## config.mk

```make
export PLATFORM = sky130hd
export DESIGN_NAME = spectral_perturb_gen
export DESIGN_NICKNAME = d
export VERILOG_FILES = /design/src/rtl/spg_pkg.sv /design/src/rtl/spg_lfsr_noise.sv /design/src/rtl/spg_noise_mix.sv /design/src/rtl/spg_wht_stage.sv /design/src/rtl/spectral_perturb_gen.sv
export SDC_FILE = /design/constraint.sdc
export NUM_CORES = 2
export LEC_CHECK = 0
export BUFFER_PORTS_ARGS = -buffer_cell sky130_fd_sc_hd__buf_4
export CORE_UTILIZATION = 45
export DETAILED_ROUTE_END_ITERATION = 10
export HOLD_SLACK_MARGIN = 0.12
export PLACE_DENSITY = 0.71
export SLEW_MARGIN = 15
export SYNTH_ARGS = -nofsm -noshare
export SYNTH_HDL_FRONTEND = slang
export SYNTH_HIERARCHICAL = 1
export SYNTH_SLANG_ARGS = --single-unit
```

## constraint.sdc

```tcl
create_clock -name clk -period 9.6 [get_ports clk]
set_input_delay 0.96 -clock clk [delete_from_list [all_inputs] [get_ports clk]]
set_output_delay 0.96 -clock clk [all_outputs]
set_load 0.02 [all_outputs]
```

## src/rtl/spg_pkg.sv

```systemverilog
package spg_pkg;
    localparam int LW  = 16;
    localparam int NW  = LW - 1;
    localparam int LVW = $clog2(NW + 1);
    localparam logic [LW-1:0] TAPS = 16'hB400;
    localparam logic [LW-1:0] SEED = 16'hACE1;

    typedef enum logic [1:0] {
        ST_IDLE  = 2'd0,
        ST_LOAD  = 2'd1,
        ST_XFORM = 2'd2,
        ST_EMIT  = 2'd3
    } spg_state_e;
endpackage

```

## src/rtl/spg_lfsr_noise.sv

```systemverilog
module spg_lfsr_noise
    import spg_pkg::*;
(
    input  logic [LW-1:0]    state_i,
    input  logic [LVW-1:0]   level_i,
    output logic [LW-1:0]    next_o,
    output logic signed [NW:0] noise_o
);
    logic [LVW-1:0] shift;
    logic [NW-1:0]  mag;
    logic signed [NW:0] mag_s;

    always_comb begin
        shift  = LVW'(NW) - level_i;
        mag    = state_i[LW-1:1] >> shift;
        mag_s  = $signed({1'b0, mag});
        noise_o = state_i[0] ? -mag_s : mag_s;
        next_o = state_i[0] ? ((state_i >> 1) ^ TAPS) : (state_i >> 1);
    end
endmodule

```

## src/rtl/spg_noise_mix.sv

```systemverilog
module spg_noise_mix #(
    parameter int AW = 22,
    parameter int NW = 15
) (
    input  logic [AW-1:0]      coef_i,
    input  logic signed [NW:0] noise_i,
    input  logic               keep_i,
    output logic [AW-1:0]      coef_o
);
    logic [AW-1:0] ext;

    always_comb begin
        ext    = AW'(noise_i);
        coef_o = keep_i ? coef_i : (coef_i + ext);
    end
endmodule

```

## src/rtl/spg_wht_stage.sv

```systemverilog
module spg_wht_stage #(
    parameter int N  = 8,
    parameter int AW = 22,
    parameter int H  = 1
) (
    input  logic [N-1:0][AW-1:0] vec_i,
    output logic [N-1:0][AW-1:0] vec_o
);
    for (genvar i = 0; i < N; i++) begin : g_pair
        if (((i / H) % 2) == 0) begin : g_top
            assign vec_o[i]     = vec_i[i] + vec_i[i+H];
            assign vec_o[i+H]   = vec_i[i] - vec_i[i+H];
        end
    end
endmodule

```

## src/rtl/spectral_perturb_gen.sv

```systemverilog
module spectral_perturb_gen
    import spg_pkg::*;
#(
    parameter int N  = 8,
    parameter int CW = 16
) (
    input  logic              clk,
    input  logic              rst_n,
    input  logic              start_i,
    input  logic [N*CW-1:0]   coef_i,
    input  logic [N-1:0]      keep_i,
    input  logic [LVW-1:0]    level_i,
    output logic              busy_o,
    output logic              bit_o,
    output logic              valid_o,
    output logic              last_o
);
    localparam int LOG2N = $clog2(N);
    localparam int IW    = LOG2N;
    localparam int PW    = ((CW > NW + 1) ? CW : NW + 1) + 1;
    localparam int AW    = PW + LOG2N;
    localparam int SW    = (LOG2N > 1) ? $clog2(LOG2N) : 1;

    typedef struct packed {
        spg_state_e           st;
        logic [IW-1:0]        idx;
        logic [SW-1:0]        stage;
        logic [N-1:0][AW-1:0] arr;
        logic [N-1:0]         keep;
        logic [LVW-1:0]       lvl;
        logic [LW-1:0]        lfsr;
        logic                 bit_out;
        logic                 valid;
        logic                 last;
    } regs_t;

    regs_t q, d;

    logic [LW-1:0]           lfsr_nxt;
    logic signed [NW:0]      noise;
    logic [AW-1:0]           mixed;
    logic [LOG2N-1:0][N-1:0][AW-1:0] stage_out;

    spg_lfsr_noise u_noise (
        .state_i (q.lfsr),
        .level_i (q.lvl),
        .next_o  (lfsr_nxt),
        .noise_o (noise)
    );

    spg_noise_mix #(.AW(AW), .NW(NW)) u_mix (
        .coef_i  (q.arr[q.idx]),
        .noise_i (noise),
        .keep_i  (q.keep[q.idx]),
        .coef_o  (mixed)
    );

    for (genvar s = 0; s < LOG2N; s++) begin : g_stage
        spg_wht_stage #(.N(N), .AW(AW), .H(1 << s)) u_stage (
            .vec_i (q.arr),
            .vec_o (stage_out[s])
        );
    end

    always_comb begin
        d         = q;
        d.bit_out = 1'b0;
        d.valid   = 1'b0;
        d.last    = 1'b0;
        unique case (q.st)
            ST_IDLE: begin
                if (start_i) begin
                    for (int i = 0; i < N; i++) begin
                        d.arr[i] = AW'($signed(coef_i[i*CW +: CW]));
                    end
                    d.keep = keep_i;
                    d.lvl  = level_i;
                    d.idx  = '0;
                    d.st   = ST_LOAD;
                end
            end
            ST_LOAD: begin
                d.arr[q.idx] = mixed;
                d.lfsr       = lfsr_nxt;
                d.idx        = q.idx + 1'b1;
                if (q.idx == IW'(N - 1)) begin
                    d.stage = '0;
                    d.st    = ST_XFORM;
                end
            end
            ST_XFORM: begin
                d.arr   = stage_out[q.stage];
                d.stage = q.stage + 1'b1;
                if (q.stage == SW'(LOG2N - 1)) begin
                    d.idx = IW'(N - 1);
                    d.st  = ST_EMIT;
                end
            end
            ST_EMIT: begin
                d.bit_out = ($signed(q.arr[q.idx]) > 0);
                d.valid   = 1'b1;
                d.last    = (q.idx == '0);
                d.idx     = q.idx - 1'b1;
                if (q.idx == '0) begin
                    d.st = ST_IDLE;
                end
            end
            default: d.st = ST_IDLE;
        endcase
    end

    always_ff @(posedge clk) begin
        if (!rst_n) begin
            q      <= '0;
            q.st   <= ST_IDLE;
            q.lfsr <= SEED;
        end else begin
            q <= d;
        end
    end

    assign busy_o  = (q.st != ST_IDLE);
    assign bit_o   = q.bit_out;
    assign valid_o = q.valid;
    assign last_o  = q.last;
endmodule

```

## Yosys cells after proc, flatten, opt, wreduce, memory -nomap -nowiden

Cells that the tools add are included.

| operators by class | value |
|---|---|
| equal/unequal tests | 9 |
| $add $sub $neg | 30 |
| multiplexer cells | 22 |
| bitwise operators | 1 |
| shifts and indexed selects | 1 |
| reductions and logical operators | 12 |
| $lt $le $gt $ge | 4 |

Operator list:

| kind | number |
|---|---|
| one-hot mux 160 bit (3 select lines) | 1 |
| binary-select mux 160 bit (select 2 bit) | 1 |
| adder 20 bit | 13 |
| subtractor 20 bit | 12 |
| 2-to-1 mux 172 bit | 1 |
| bitwise mux 160 bit | 1 |
| 2-to-1 mux 160 bit | 1 |
| binary-select mux 20 bit (select 3 bit) | 1 |
| demux 20 bit (select 3 bit) | 1 |
| 2-to-1 mux 20 bit | 3 |
| 2-to-1 mux 16 bit | 2 |
| greater-than comparator 20 x 1 -> 1 bit, second input constant | 1 |
| one-hot mux 5 bit (4 select lines) | 1 |
| negation 15 -> 16 bit | 1 |
| >> shifter 15 x 4 -> 15 bit | 1 |
| 2-to-1 mux 5 bit | 2 |
| AND reduction 2 bit | 5 |
| 2-to-1 mux 2 bit | 4 |
| != test 2 bit, second input constant | 4 |
| equality test 2 bit, second input constant | 3 |
| less-than comparator 3 x 4 -> 1 bit, second input constant | 1 |
| NOT 3 -> 4 bit | 1 |
| one-hot mux 2 bit (2 select lines) | 1 |
| AND reduction 4 bit | 1 |
| other kinds (15) | 16 |

| word-level totals | value |
|---|---|
| register bits after elaboration | 198 |
| output and inout bits | 4 |
| bits of input ports | 143 |

## Logic depth before layout (Yosys ltp)

| depth | value |
|---|---|
| depth after elaboration | 8 |
| gate-level depth with buffers | 25 |
| gate-level depth less buffers | 21 |

## Modules after synthesis

The synthesis kept the hierarchy.

Modules (own cells, without submodules):

| module | sequential area each (sq um) | area an instance (sq um) | cells each | instances |
|---|---|---|---|---|
| spectral_perturb_gen | 3963.8 | 16124.2 | 2035 | 1 |
| spg_wht_stage at g_stage[1].u_stage | 0.0 | 8232.9 | 1200 | 1 |
| spg_wht_stage at g_stage[2].u_stage | 0.0 | 8174.1 | 1204 | 1 |
| spg_wht_stage at g_stage[0].u_stage | 0.0 | 7861.3 | 1160 | 1 |
| spg_noise_mix | 0.0 | 1413.9 | 197 | 1 |
| spg_lfsr_noise | 0.0 | 1315.0 | 167 | 1 |

## Worst setup path after synthesis

OpenSTA, ideal clock, no wires.

| timing path | value |
|---|---|
| kind | reg-to-reg |
| from | register q[19] (netlist name) |
| to | register q[147] (netlist name) |
| buffers on the path | 2 |
| path slack | 4113 ps |
| library setup time | 128 ps |
| stages on the path, launching flop included | 24 |
| period minus slack after synthesis | 5487 ps |
| arrival | 5360 ps |
| required time | 9472 ps |
| cells stage by stage | dfxtp_1 -> buf_6 -> buf_8 -> mux4_1 -> a22o_1 -> a211oi_2 -> ha_1 -> inv_1 -> a2111o_1 -> or4b_4 -> nand4bb_4 -> or4_1 -> nand3_1 -> ha_1 -> a21o_1 -> a21oi_1 -> a21bo_2 -> nor3_1 -> a21o_1 -> a221oi_2 -> mux2_2 -> a221o_1 -> a22oi_1 -> nor2_1 |

| between the ends | value |
|---|---|
| longest elaborated chain between the ends | 8 |

RTL lines:

| what | line | RTL |
|---|---|---|
| from (decl) | spectral_perturb_gen.sv:37 | `regs_t q, d;` |
| subtractor 4 bit (*) | spg_lfsr_noise.sv:14 | `shift = LVW'(NW) - level_i;` |
| >> shifter 15 x 4 -> 15 bit (*) | spg_lfsr_noise.sv:15 | `mag = state_i[LW-1:1] >> shift;` |
| negation 15 -> 16 bit | spg_lfsr_noise.sv:17 | `noise_o = state_i[0] ? -mag_s : mag_s;` |
| 2-to-1 mux 16 bit (*) | spg_lfsr_noise.sv:17 |  |
| named net noise[12] | spectral_perturb_gen.sv:40 | `logic signed [NW:0] noise;` |
| adder 20 bit (*) | spg_noise_mix.sv:14 | `coef_o = keep_i ? coef_i : (coef_i + ext);` |
| 2-to-1 mux 20 bit (*) | spg_noise_mix.sv:14 |  |
| named net mixed[16] | spectral_perturb_gen.sv:41 | `logic [AW-1:0] mixed;` |
| bitwise mux 160 bit (*) | spectral_perturb_gen.sv:83 | `d.arr[q.idx] = mixed;` |
| one-hot mux 160 bit (3 select lines) (*) | spectral_perturb_gen.sv:70 | `unique case (q.st)` |

The timed path passes the listed nets; every way through them passes the cells marked *.
A chain may end at the register's enable or synchronous reset.

## Worst setup path after layout

| timing path | value |
|---|---|
| from | register q[19] (netlist name) |
| to | register q[163] (netlist name) |

The elaborated chain is that of the path after synthesis.

==> summary.txt <==
Setup_tns - 0 ns
Post-synth EDFFs - 0
Share of synthesized flip-flops with an asynchronous set or reset - 0
Vias in the first global route - 43188
Hold path depth - 2
Router iterations before antenna repair - 6
Synth area leader - ha_1
Post-synth cell types - 115
Congestion Overflow GR - 0
Critical path class - register to register
Port Buffers - 146
Slew Viols, Final - 0
Max-cap violations - 0
CORE AREA - 0.0950 sq mm
Mapped Area - 0.0431 sq mm
R2R Setup Slk - 2.52 ns
Met1 GRT Util - 0.492
Largest net degree at the start of global routing - 206
Total Die Area - 0.0971 sq mm
Setup Skew - 0.0212 ns
Layout cells sized above 1 - 0.104
Worst Tran Pin Value - 1.37 ns
First-pass GRT wire length - 279000 um
Initial antenna violation count - 26
Run status - complete, no violations
Post-DR wirelength/cell - 27.1 um
Seq cells post-synth - 198
Vias - 46966
Worst Min Path Start - q[23]$_SDFFE_PN0P_
Postcts setup bufs - 0
CTS buffer count - 17
Clock transition at path regs - 0.09 ns
DP HPWL - 146000 um
Busiest grt layer - met2
Critical path fanouts, max - 19
Syn nets - 6613
Root buf cell - clkbuf_16
Post-layout min period - 7.08 ns
Cells after Synth - 5963
Yosys top cell area share - 0.140
Maximum buffer depth of the clock tree - 2
Reg2reg start - q[19]$_SDFFE_PN0P_
Worst-Skew Late Latency - 0.53 ns
Routability Congestion - 1.06
Most frequent cell after synthesis - nand2_1
Drc violations - 0
Hold Crit Class - register to register
CP Capture Type - register
Critical Path RT - 10.05 ns
Worst Path Arrival - 7.53 ns
Dominant synthesized flop cell - dfxtp_1
Vias per cell - 6.63
Die W - 312 um
Top post-synthesis cells by area - ha_1 14%, dfxtp_1 9.2%, xnor2_1 5.6%
End of the worst hold path - q[23]$_SDFFE_PN0P_
Total Nets Final - 6444
CTS resizes - 0
Starting Density - 0.454
GR Util met2 - 0.566
Final ANT Viol Nets - 0
All-Layer GR Usage - 0.379
Slew margin rel. - 0.0861
Hold Violations, Final - 0
Yosys warns - 6
Period utilization - 0.738
Number of H-tree levels - 4
Clock Sinks - 198
Sequential share of the synthesized area - 0.0919
RSZ-0062 raised after global routing - false
R2R cell count - 19
TritonCTS clock tree - yes
Global routing usage on met3 - 0.0802
Most common library cells after synthesis - 535 x nand2_1, 518 x nor2_1, 501 x inv_1
I/O Pins - 147
Reg2reg end - q[163]$_SDFFE_PN0P_
Post-Route WL - 192000 um
Drt initial violations - 6057
# hold bufs at CTS - 0
Final setup viols - 0
P&R area growth vs syn - 5.17%
Post-Syn Area per Cell - 7.23 sq um
Overall die height - 312 um
Core Rows - 113
Startpoint Class - register
Fmax - 141 MHz
Worst Hold Margin - 0.470 ns
final cells by class:
type	count	area (sq um)
antenna	12	30.0
clock buffer	17	425
clock inverter	15	205
fill	9656	49700
inverter	510	1920
multi-input combinational	4835	35400
sequential	198	3980
tap	1265	1580
timing repair buffer	232	1770
routing by layer:
| metal | vias up | routed length [um] |
|---|---|---|
| met5 | - | 101 |
| met4 | 14 | 13900 |
| met3 | 635 | 22900 |
| met2 | 2938 | 80400 |
| met1 | 22423 | 74500 |
| li1 | 20956 | - |
worst max-delay path, stage by stage (launching register included):
cell and delay, ns:
dfxtp_1 0.91, mux4_1 0.70, a22o_1 0.26, a211oi_2 0.25, ha_1 0.25, inv_1 0.05
a2111o_1 0.30, or4b_4 0.52, o21ai_0 0.22, xor2_1 0.23, ha_1 0.32, a21oi_1 0.33
nand2_1 0.18, a21oi_1 0.31, a21oi_1 0.16, a311oi_4 1.03, mux2_2 0.33, a221oi_1 0.07
or3_1 0.37, a21oi_1 0.18
per-stage QoR:
stage | setup WS [ns] | utilization | cell area, sq um | std cells
after detailed placement | 2.78 | 0.470 | 44700 | 7040
after global routing | 2.31 | 0.477 | 45300 | 7076
after global placement | 2.57 | 0.470 | 44700 | 7040
after floorplan | 4.11 | - | 43100 | 5963
after CTS | 2.77 | 0.477 | 45300 | 7072
final | 2.52 | 0.477 | 45400 | 7084
sequential cells by signal, summed over array words and instances, names as in the netlist:
signal and count:
q 195, bit_o 1, last_o 1, valid_o 1
placed cells by master (no fill, tap or decap), drive strengths merged, types with 23 or more instances in the layout:
cell and count:
nor2 518, or2 29, a21oi 395, nand2b 61
a21boi 87, nor4 54, a21o 60, a31oi 48
a221oi 143, and3 26, a211o 23, dfxtp 198
a2111oi 23, o21bai 78, mux2 174, o31a 32
a221o 46, a211oi 63, xnor2 274, nand4 29
nand2 535, o31ai 49, inv 511, or3 146
ha 481, xor2 116, o21ai 353, mux4 41
nor2b 110, buf 232, or4 24, nand3 90
mux2i 202, fa 26, a22oi 46, o21a 67
nor3 142, o211ai 44
cells by family (layout without fill, tap and decap cells):
family | Yosys count | after routing | synth area share
AND/OR/NAND/NOR | 1830 | 1830 | 0.203
AO/OA/AOI/OAI | 1691 | 1691 | 0.270
buffers and inverters | 930 | 774 | 0.0895
adder cells (fa/ha/maj) | 507 | 507 | 0.152
multiplexers | 417 | 417 | 0.115
XOR/XNOR | 390 | 390 | 0.0792
flip-flops | 198 | 198 | 0.0919
other | 0 | 12 | 0
worst max-delay path by stage:
stage	slack, ns	cells past startpoint	startpoint	end
after detailed placement	2.78	19	q[19]$_SDFFE_PN0P_	q[163]$_SDFFE_PN0P_
after global routing	2.31	19	q[19]$_SDFFE_PN0P_	q[63]$_SDFFE_PN0P_
after floorplan	4.11	23	q[19]$_SDFFE_PN0P_	q[147]$_SDFFE_PN0P_
final	2.52	19	q[19]$_SDFFE_PN0P_	q[163]$_SDFFE_PN0P_
after global placement	2.57	20	q[19]$_SDFFE_PN0P_	q[85]$_SDFFE_PN0P_
after CTS	2.77	19	q[19]$_SDFFE_PN0P_	q[163]$_SDFFE_PN0P_
Power is not shown: default switching activity piles up to over one toggle a cycle in this logic, so the estimate is an artifact.
